<file path="config.mk">
export PLATFORM = sky130hd
export DESIGN_NAME = opstat_gen
export DESIGN_NICKNAME = d
export VERILOG_FILES = /design/src/rtl/opstat_pkg.sv /design/src/rtl/opstat_rise.sv /design/src/rtl/opstat_tbit.sv /design/src/rtl/opstat_view.sv /design/src/rtl/opstat_gen.sv
export SDC_FILE = /design/constraint.sdc
export NUM_CORES = 1
export LEC_CHECK = 0
export ABC_AREA = 1
export BUFFER_PORTS_ARGS = -buffer_cell sky130_fd_sc_hd__buf_2
export CORE_MARGIN = 2
export CORE_UTILIZATION = 45
export CTS_BUF_LIST = sky130_fd_sc_hd__clkbuf_4 sky130_fd_sc_hd__clkbuf_8
export DETAILED_ROUTE_END_ITERATION = 8
export PLACE_DENSITY_LB_ADDON = 0.08
export SETUP_SLACK_MARGIN = 0.2
export SLEW_MARGIN = 30
export SYNTH_ARGS = -nofsm -noshare
export SYNTH_HDL_FRONTEND = slang
export SYNTH_SLANG_ARGS = --single-unit
export TNS_END_PERCENT = 100
</file>
<file path="constraint.sdc">
create_clock -name clk -period 1.45 [get_ports clk]
set_input_delay 0.29 -clock clk [delete_from_list [all_inputs] [get_ports clk]]
set_output_delay 0.29 -clock clk [all_outputs]
set_load 0.005 [all_outputs]
</file>
<file path="src/rtl/opstat_pkg.sv">
package opstat_pkg;
  localparam int WORD_W = 16;

  typedef enum logic [1:0] {
    VIEW_ARRAY = 2'd0,
    VIEW_BUSY  = 2'd1,
    VIEW_SUSP  = 2'd2
  } view_t;

  // status byte while an operation runs
  function automatic logic [7:0] busy_byte(logic data_msb, logic is_erase,
                                           logic tgl, logic win);
    logic [7:0] b;
    b    = 8'h00;
    b[7] = is_erase ? 1'b0 : ~data_msb;
    b[6] = tgl;
    b[3] = is_erase & win;
    return b;
  endfunction

  // status byte for a suspended sector
  function automatic logic [7:0] susp_byte(logic tgl6, logic tgl2);
    logic [7:0] b;
    b    = 8'h00;
    b[7] = 1'b1;
    b[6] = tgl6;
    b[2] = tgl2;
    return b;
  endfunction
endpackage

</file>
<file path="src/rtl/opstat_rise.sv">
module opstat_rise (
  input  logic clk,
  input  logic rst_n,
  input  logic lvl,
  output logic rise
);
  logic lvl_q;

  always_ff @(posedge clk or negedge rst_n) begin
    if (!rst_n) lvl_q <= 1'b0;
    else        lvl_q <= lvl;
  end

  assign rise = lvl & ~lvl_q;

  // two consecutive cycles never both count as a read
  assert_single_rise_R6: assert property (@(posedge clk) disable iff (!rst_n)
    rise |=> !rise);
endmodule

</file>
<file path="src/rtl/opstat_tbit.sv">
module opstat_tbit (
  input  logic clk,
  input  logic rst_n,
  input  logic adv,
  output logic q
);
  always_ff @(posedge clk or negedge rst_n) begin
    if (!rst_n)   q <= 1'b0;
    else if (adv) q <= ~q;
  end

  // toggle only moves on a qualified read
  assert_toggle_hold_R5: assert property (@(posedge clk) disable iff (!rst_n)
    !adv |=> $stable(q));
endmodule

</file>
<file path="src/rtl/opstat_view.sv">
module opstat_view
  import opstat_pkg::*;
#(
  parameter int NSECT = 8,
  localparam int SW = $clog2(NSECT)
) (
  input  logic              op_busy,
  input  logic              op_erase,
  input  logic              erase_susp,
  input  logic              win_open,
  input  logic [1:0]        prog_msbs,
  input  logic [NSECT-1:0]  erase_mask,
  input  logic [NSECT-1:0]  susp_mask,
  input  logic [SW-1:0]     rd_sect,
  input  logic              word_mode,
  input  logic [WORD_W-1:0] array_data,
  input  logic              tog6,
  input  logic              tog2,
  output view_t             view,
  output logic [WORD_W-1:0] word,
  output logic              qual6,
  output logic              qual2
);
  logic  in_erase, in_susp;
  logic [7:0] lo_b, hi_b;

  assign in_erase = erase_mask[rd_sect];
  assign in_susp  = susp_mask[rd_sect];

  always_comb begin
    if (op_busy)
      view = (op_erase && !in_erase) ? VIEW_ARRAY : VIEW_BUSY;
    else if (erase_susp && in_susp)
      view = VIEW_SUSP;
    else
      view = VIEW_ARRAY;
  end

  assign qual6 = (view == VIEW_BUSY);
  assign qual2 = (view == VIEW_SUSP);

  always_comb begin
    lo_b = 8'h00;
    hi_b = 8'h00;
    word = array_data;
    case (view)
      VIEW_BUSY: begin
        lo_b = busy_byte(prog_msbs[0], op_erase, tog6, win_open);
        hi_b = busy_byte(prog_msbs[1], op_erase, tog6, win_open);
        word = {word_mode ? hi_b : 8'h00, lo_b};
      end
      VIEW_SUSP: begin
        lo_b = susp_byte(tog6, tog2);
        hi_b = lo_b;
        word = {word_mode ? hi_b : 8'h00, lo_b};
      end
      default: word = array_data;
    endcase
  end
endmodule

</file>
<file path="src/rtl/opstat_gen.sv">
module opstat_gen
  import opstat_pkg::*;
#(
  parameter int NSECT = 8,
  localparam int SW = $clog2(NSECT)
) (
  input  logic              clk,
  input  logic              rst_n,
  input  logic              op_busy,
  input  logic              op_erase,
  input  logic              erase_susp,
  input  logic              win_open,
  input  logic [1:0]        prog_msbs,
  input  logic [NSECT-1:0]  erase_mask,
  input  logic [NSECT-1:0]  susp_mask,
  input  logic              rd_strobe,
  input  logic [SW-1:0]     rd_sect,
  input  logic              word_mode,
  input  logic [WORD_W-1:0] array_data,
  output logic [WORD_W-1:0] rd_data,
  output logic              ready
);
  logic              rd_rise;
  view_t             view;
  logic [WORD_W-1:0] word;
  logic              qual6, qual2;
  logic [1:0]        tog, adv;

  opstat_rise u_rise (
    .clk(clk), .rst_n(rst_n), .lvl(rd_strobe), .rise(rd_rise)
  );

  opstat_view #(.NSECT(NSECT)) u_view (
    .op_busy(op_busy), .op_erase(op_erase), .erase_susp(erase_susp),
    .win_open(win_open), .prog_msbs(prog_msbs), .erase_mask(erase_mask),
    .susp_mask(susp_mask), .rd_sect(rd_sect), .word_mode(word_mode),
    .array_data(array_data), .tog6(tog[0]), .tog2(tog[1]),
    .view(view), .word(word), .qual6(qual6), .qual2(qual2)
  );

  // tog[0] = bit 6 busy toggle, tog[1] = bit 2 suspend toggle
  assign adv = {rd_rise & qual2, rd_rise & qual6};

  for (genvar g = 0; g < 2; g++) begin : g_tbit
    opstat_tbit u_tbit (.clk(clk), .rst_n(rst_n), .adv(adv[g]), .q(tog[g]));
  end

  always_ff @(posedge clk or negedge rst_n) begin
    if (!rst_n) begin
      rd_data <= '0;
      ready   <= 1'b1;
    end else begin
      ready <= ~op_busy;
      if (rd_rise) rd_data <= word;
    end
  end

  assert_busy_low_R2: assert property (@(posedge clk) disable iff (!rst_n)
    op_busy |=> !ready);

  assert_poll_inv_R3: assert property (@(posedge clk) disable iff (!rst_n)
    (rd_rise && view == VIEW_BUSY && !op_erase) |=> rd_data[7] == ~$past(prog_msbs[0]));

  assert_hold_R6: assert property (@(posedge clk) disable iff (!rst_n)
    !rd_rise |=> $stable(rd_data));

  assert_array_pass_R11: assert property (@(posedge clk) disable iff (!rst_n)
    (rd_rise && view == VIEW_ARRAY) |=> rd_data == $past(array_data));

  assert_erase_bit7_R4: assert property (@(posedge clk) disable iff (!rst_n)
    (rd_rise && view == VIEW_BUSY && op_erase) |=> !rd_data[7]);
endmodule

</file>
==> results of run 1 <==
## synthesized netlist by cell type (2+ instances only)
library cell and instances:
a21oi_1 2, nand3_2 2, nor2_1 12, xor2_1 2
inv_4 2, nand2_1 68, dfrtp_1 19, nand3_1 16
buf_6 2, inv_1 6, nand2_2 2, nor2_2 2
## power by group
part	internal, µW	switching (µW)	total (µW)
clock	279	175	454
sequential	655	59.3	714
combinational	198	208	407
total	1130	442	1570
## area by class of cell
cell class | instances | area [µm²]
Clock buffer | 3 | 22.5
Inverter | 9 | 47.5
Clock inverter | 1 | 30.0
Tap cell | 28 | 35.0
Sequential cell | 20 | 502
Multi-Input combinational cell | 115 | 561
Timing Repair Buffer | 71 | 398
Fill cell | 221 | 638
## cells by family (layout without fill, tap and decap cells)
family	count (synthesis)	count (layout)	share of synthesized area
xor+xnor	2	2	0.0162
flops	20	20	0.464
compound gates	4	4	0.0220
buf+inv	12	84	0.0601
simple gates	107	109	0.438
## cells in the final DEF (no fill, tap or decap), types with 2 or more instances in the layout
cell type,synthesis,layout
xor2_1,2,2
inv_1,6,5
dfrtp_1,19,19
a21oi_1,2,2
nand2_2,2,5
buf_2,0,60
nor2_4,0,2
clkbuf_4,0,3
buf_4,0,9
nand3_2,2,3
nor2_1,12,12
nand3_1,16,14
nand2_1,68,66
## per-stage QoR
stage | hold slack, ns | TNS, ns | util | instances
2_1_floorplan | -0.00559 | 0 | - | 145
3_3_place_gp | 0.256 | -0.0782 | 0.653 | 236
3_5_place_dp | 0.260 | -0.295 | 0.653 | 236
4_1_cts | 0.105 | 0 | 0.681 | 241
5_1_grt | 0.107 | 0 | 0.714 | 247
6_report | 0.111 | 0 | 0.714 | 247
## flip-flops by register name, indices dropped and copies added (netlist names)
register         cells
rd_data             16
ready                1
g_tbit.u_tbit.q      2
u_rise.lvl_q         1
## repair_timing
item	in CTS	in global routing
gates resized for setup	0	7
setup buffers	0	4
hold buffers	1	0
hold endpoints to repair	19	0
setup endpoints to repair	0	13
## worst max path at each step
stage,from,to,depth (start not counted)
after floorplan,rd_sect[0],rd_data[14],12
after global placement,rd_sect[0],rd_data[2],11
after detailed placement,rd_sect[0],rd_data[10],10
after CTS,u_rise.lvl_q,g_tbit[0].u_tbit.q,4
after global routing,u_rise.lvl_q,rd_data[11],6
final,ready,ready,1
## layer usage
layer | up-vias | global-route usage | wire length (µm)
met2 | 39 | 0.388 | 1320
met5 | - | 0 | 0
met1 | 534 | 0.278 | 1250
li1 | 603 | - | -
met3 | 7 | 0.0254 | 145
met4 | 0 | 0.103 | 59
==> flow_summary.yaml, run 1 <==
run_status:
  status: "complete, no violations"
routing:
  route.detailed.drc: 0
  num_vias: 1183
  drt_iter0_drc: 17
  postRouteAntennaNets: 0
  wl_mm: 2.78
  dr.pass1.iters: 4
  vias_per_cell: 4.79
  routedWlPerCell_um: 11.2
timing:
  period_needed_ns: 1.22
  fin_ws_ns: 0.233
  finalHoldViolCount: 0
  max_freq_mhz: 822
  slew_headroom: 0.700
  grt_setup_unrepaired: "no"
  finClkSkew_ns: 0.000406
  finalCritPeriodShare: 0.839
  worst_pin_slew_ns: 0.450
  maxSlewViolCount: 0
  setup_viol: 0
place:
  io_buffers: 61
  dp_hpwl_mm: 2.02
  place_congestion: 0.757
  dp_slack_ns: -0.0417
  postPlaceCellArea_mm2: 0.00146
floorplanning:
  dieArea_mm2: 0.00281
  die_x_um: 53.0
  ios: 62
  row_count: 17
  die_h_um: 53.0
  core_area_mm2: 0.00223
  start_util: 0.485
critical_path:
  cp_data_arrival_time_ns: 0.93
  r2r-start: "u_rise.lvl_q"
  path_delay_family: "flip-flops"
  crit_type: "reg2out"
  crit_buf_inv: 1
  r2r_slack_ns: 0.27
  path_max_fanout: 1
  rr_endpoint: "rd_data[2]"
  cp-end-kind: "primary output"
  worstSetupStartpointType: "flip-flop"
  required_ns: 1.16
  crit_slowest_cell: "dfstp_2"
  crit_chain: "buf_2"
  reg2reg_depth: 6
  crit_path_max_incr_delay_ns: 0.53
yosys:
  ys_seq_area_frac: 0.464
  yosysTopAreaCell: "dfrtp_1"
  syn_nets: 190
  synth_seq_cells: 20
  yosys_warnings: 0
  postSynth.asyncResetShare: 1.00
  synth_edf_count: 0
  synth_cell_types: 22
  synth_flop_cell: "dfrtp_1"
  netlist.area_leader.share: 0.439
  synth_area_leaders: "dfrtp_1 (44%), nand2_1 (24%), nand3_1 (7.4%)"
  syn_inst: 145
  synth_area_mm2: 0.00108
  syn_area_per_cell_um2: 7.46
worst_hold_path:
  whs_path_depth: 1
  hold_start: "rd_strobe"
  min_path_type: "in2reg"
  min_to: "u_rise.lvl_q"
clock_tree:
  htree_levels: 1
  clock_sinks: 20
  cts.path.max_buffers: 2
  cts_tree: "built"
  clk_latency_ns: 0.30
  tritoncts.num_buffers: 3
  clk_pin_slew_ns: 0.11
  cts_root_buffer: "clkbuf_4"
global_route:
  grt_pass1_wl_mm: 4.61
  antenna_found_initial: 0
  overflow: 0
  grt_max_degree: 21
  grtUsageTotal: 0.224
  grt_pass1_vias: 1131
finish:
  synthToLayoutAreaGrowth_pct: 47.4
  layout.nets: 265
  antenna_cells: 0
  final_cell_area_mm2: 0.00160
  drive_gt1_frac: 0.429
power:
  leakagePower_uw: 0.000930
  finalPower_uw: 1570
  powerDensity_mw_per_mm2: 987
  ir_drop_mv: 0.724
flow_run:
  cap_violations: 0
Note: power is estimated with default switching activity, not from simulation.
==> run 2: changes to the inputs <==
clock period = 1.2 ns   (was 1.45 ns; I/O delays follow)
==> run 2 against run 1 <==
  * Utilization up 13 points
  * Register-to-register slack worse by 0.22 ns
  * Via count is 9.5% higher
  * Clock-buffer cell count did not move
  * Combinational power is 67% higher
  * Worst hold slack lost 0.056 ns
  * Non-clock buffer count is 14 higher
  * Cell count increased by 5.3%
  * Critical endpoint unchanged
  * Highest routed layer unchanged
==> flow_summary.yaml, run 2 (synthesized netlist as in run 1, its figures left out) <==
critical_path:
  required_ns: 0.96
  crit_type: "reg2out"
  r2r_slack_ns: 0.05
  crit_buf_inv: 1
  path_max_fanout: 1
  crit_cells: 1
  reg2reg_depth: 5
  cp-end-kind: "primary output"
  path_delay_family: "flip-flops"
  worstSetupStartpointType: "flip-flop"
  crit_chain: "buf_2"
  crit_slowest_cell: "dfstp_2"
  crit_path_max_incr_delay_ns: 0.54
  cp_data_arrival_time_ns: 0.94
clock_tree:
  clk_pin_slew_ns: 0.13
  clock_sinks: 20
  tritoncts.num_buffers: 3
  cts_tree: "built"
  cts.path.max_buffers: 2
  cts_root_buffer: "clkbuf_4"
  htree_levels: 1
  clk_latency_ns: 0.30
timing:
  finalCritPeriodShare: 0.979
  finalHoldViolCount: 0
  maxSlewViolCount: 0
  period_needed_ns: 1.18
  max_freq_mhz: 851
  grt_setup_unrepaired: "yes"
  finClkSkew_ns: 0.00810
  worst_pin_slew_ns: 0.461
  hold_slack_ns: 0.0550
  slew_headroom: 0.693
  setup_viol: 0
global_route:
  grt_pass1_wl_mm: 4.95
  grtUsageTotal: 0.239
  overflow: 0
  antenna_found_initial: 0
  grt_max_degree: 21
  grt_pass1_vias: 1254
power:
  powerDensity_mw_per_mm2: 1110
  finalPower_uw: 2110
  leakagePower_uw: 0.00107
  ir_drop_mv: 0.877
finish:
  top_register: "rd_data"
  post-route-util: 0.849
  antenna_cells: 0
  largest_reg_flops: 16
  layout.nets: 278
  drive_gt1_frac: 0.586
  synthToLayoutAreaGrowth_pct: 75.1
  final_common_cell: "buf_2"
  final_cell_mix: "buf_2 (59), nand2_1 (51), dfrtp_1 (19)"
  reg_top3: "rd_data (16), g_tbit.u_tbit.q (2)"
run_status:
  status: "complete, no violations"
floorplanning:
  start_util: 0.485
  row_count: 17
  ios: 62
  core_area_mm2: 0.00223
  die_x_um: 53.0
  dieArea_mm2: 0.00281
  die_h_um: 53.0
worst_hold_path:
  min_path_type: "in2reg"
  whs_path_depth: 1
routing:
  vias_per_cell: 4.98
  num_vias: 1295
  drt_iter0_drc: 32
  route.detailed.drc: 0
  dr.pass1.iters: 4
  postRouteAntennaNets: 0
  routedWlPerCell_um: 12.7
  wl_mm: 3.31
flow_run:
  cap_violations: 0
place:
  place_congestion: 0.928
  io_buffers: 61
  dp_hpwl_mm: 2.08
[run 2: power breakdown]
part | total, µW | switching (µW) | internal [µW]
clock | 557 | 220 | 337
combinational | 680 | 321 | 359
sequential | 872 | 80.7 | 791
total | 2110 | 621 | 1490
[run 2: path summary, 6_finish.rpt]
path | startpoint | end
setup / recovery | ready | ready
hold / removal | rd_strobe | u_rise.lvl_q
setup reg to reg | u_rise.lvl_q | rd_data[2]
hold reg to reg | rd_data[0] | rd_data[0]
max in group asynchronous | rst_n | ready
min in group asynchronous | rst_n | rd_data[14]
[run 2: layout make-up]
type | count | area (µm²)
inverters | 9 | 56.3
clock buffers | 3 | 22.5
flip-flops and latches | 20 | 502
multi-input cells | 114 | 676
repair buffers | 85 | 574
fillers | 138 | 338
clock inverters | 1 | 30.0
well taps | 28 | 35.0
[run 2: per-stage QoR]
| step | setup WS (ns) | area, µm² | cells | TNS (ns) |
|---|---|---|---|---|
| floorplan | 0.0138 | 1110 | 145 | 0 |
| global placement | -0.190 | 1460 | 235 | -2.89 |
| detailed placement | -0.269 | 1460 | 235 | -4.04 |
| CTS | 0.0252 | 1750 | 256 | 0 |
| global route | -0.00915 | 1900 | 260 | -0.0179 |
| finish | 0.0248 | 1900 | 260 | 0 |
[run 2: worst reg2reg max path: stages (launching register included)]
cell      delay (ns)
dfrtp_1         0.42
nor2_4          0.20
clkinv_4        0.15
buf_6           0.16
nand2_2         0.05
nand3_2         0.06
[run 2: per-layer routing]
metal	up-vias	GRT usage	wire length, µm
met4	0	0.0769	30
met5	-	0	0
met1	613	0.259	1320
li1	634	-	-
met3	4	0.0339	151
met2	44	0.467	1810
[run 2: repair_timing]
| action | 4_1_cts | 5_1_grt |
|---|---|---|
| setup buffers | 14 | 3 |
| hold buffers | 1 | 0 |
| pin swaps | 17 | 16 |
| gates cloned | 2 | 1 |
| hold endpoints to repair | 19 | 0 |
| endpoints found under the setup margin | 34 | 35 |
| gates resized for setup | 27 | 27 |
==> run 3: changes to the inputs <==
RECOVER_POWER = 25   (was not set)
==> run 3 against run 2 <==
  * Fmax barely moved
  * Sequential cell count did not move
  * Utilization fell by 0.11 points
  * Worst hold slack improved by 0.0040 ns
  * Clock-buffer cell count did not move
  * Die area did not move
  * Largest cell class unchanged
==> flow_summary.yaml, run 3 (synthesized netlist as in run 1, its figures left out) <==
timing:
  max_freq_mhz: 851
  setup_viol: 0
  finClkSkew_ns: 0.00820
  grt_setup_unrepaired: "yes"
  period_needed_ns: 1.18
  finalHoldViolCount: 0
  maxSlewViolCount: 0
  slew_headroom: 0.659
  worst_pin_slew_ns: 0.512
  finalCritPeriodShare: 0.980
  final.setup.tns_ns: 0
place:
  place_congestion: 0.928
  io_buffers: 61
  dp_hpwl_mm: 2.08
worst_hold_path:
  min_path_type: "in2reg"
routing:
  postRouteAntennaNets: 0
  dr.pass1.iters: 4
  drt_iter0_drc: 31
  routedWlPerCell_um: 12.7
  wl_mm: 3.31
  num_vias: 1294
  vias_per_cell: 4.98
  route.detailed.drc: 0
clock_tree:
  clk_latency_ns: 0.30
  clk_pin_slew_ns: 0.13
  tritoncts.num_buffers: 3
  htree_levels: 1
  cts.path.max_buffers: 2
  cts_tree: "built"
  clock_sinks: 20
  cts_root_buffer: "clkbuf_4"
finish:
  fill_cells: 140
  final_cell_mix: "buf_2 (56), nand2_1 (51), dfrtp_1 (19)"
  antenna_cells: 0
  post-route-util: 0.848
  drive_gt1_frac: 0.578
  top_register: "rd_data"
  register_area_um2: 502
  multi_input_area_um2: 676
  reg_top3: "rd_data (16), g_tbit.u_tbit.q (2)"
  layout.nets: 278
  largest_reg_flops: 16
  synthToLayoutAreaGrowth_pct: 74.9
  final_common_cell: "buf_2"
power:
  comb_power_share: 0.322
  ir_drop_mv: 0.877
  power_frac_clock: 0.264
  leakagePower_uw: 0.00106
  power_switching_uw: 622
  seqPwrFrac: 0.414
  p_int_uw: 1490
  powerDensity_mw_per_mm2: 1110
  netSwitchingFraction: 0.295
global_route:
  grt_pass1_wl_mm: 4.95
  antenna_found_initial: 0
  grt_max_degree: 21
  grtUsageTotal: 0.239
  overflow: 0
  grt_pass1_vias: 1254
critical_path:
  cp_data_arrival_time_ns: 0.94
  cp-end-kind: "primary output"
  required_ns: 0.96
  crit_buf_inv: 1
  crit_type: "reg2out"
  crit_path_max_incr_delay_ns: 0.54
  worstSetupStartpointType: "flip-flop"
  crit_chain: "buf_2"
  path_delay_family: "flip-flops"
  path_max_fanout: 1
  crit_slowest_cell: "dfstp_2"
  r2r_slack_ns: 0.05
floorplanning:
  row_count: 17
  ios: 62
  die_h_um: 53.0
  start_util: 0.485
  dieArea_mm2: 0.00281
  core_area_mm2: 0.00223
  die_x_um: 53.0
run_status:
  status: "complete, no violations"
flow_run:
  cap_violations: 0
[run 3: repair_timing]
| item | 4_1_cts | 5_1_grt |
|---|---|---|
| hold buffers | 1 | 0 |
| pin swaps | 17 | 16 |
| hold endpoints to repair | 19 | 0 |
| endpoints found under the setup margin | 34 | 35 |
| gates cloned | 2 | 1 |
| buffers inserted | 14 | 3 |
| resized for setup | 27 | 27 |
[run 3: per-layer routing]
metal / vias to the layer above / share of wire / track usage
met5: - / 0 / 0
met4: 0 / 0.0091 / 0.0769
met3: 4 / 0.046 / 0.0339
met2: 44 / 0.55 / 0.467
met1: 613 / 0.40 / 0.259
li1: 633 / - / -
[run 3: stage by stage]
step | setup slack [ns] | instance area, µm² | total power, µW | cells | hold slack [ns]
final | 0.0246 | 1890 | 2110 | 260 | 0.0590
after floorplan | 0.0138 | 1110 | 1110 | 145 | -0.0556
after global routing | -0.00915 | 1890 | 2230 | 260 | 0.0471
after global placement | -0.190 | 1460 | 1320 | 235 | 0.204
after detailed placement | -0.269 | 1460 | 1340 | 235 | 0.211
after CTS | 0.0252 | 1750 | 2020 | 256 | 0.0584
[run 3: area by class of cell]
| class | count | share of cell area |
|---|---|---|
| tap | 28 | 0.0185 |
| clock buffer | 3 | 0.0119 |
| clock inverter | 1 | 0.0159 |
| inverter | 9 | 0.0297 |
| multi-input combinational | 114 | 0.357 |
| timing repair buffer | 85 | 0.302 |
| sequential | 20 | 0.265 |
[run 3: final timing paths]
path                               from           end  cells after the start
setup / recovery                  ready         ready                      1
hold / removal                rd_strobe  u_rise.lvl_q                      1
setup reg to reg           u_rise.lvl_q    rd_data[2]                      5
hold reg to reg              rd_data[0]    rd_data[0]                      2
max in group asynchronous         rst_n         ready                      2
min in group asynchronous         rst_n    rd_data[7]                      2
[run 3: power groups by stage]
stage	sequential [µW]	combinational (µW)	clock, µW
detailed placement	881	456	0
CTS	865	599	554
finish	872	679	557
floorplan	880	233	0
global placement	876	446	0
global route	885	754	588
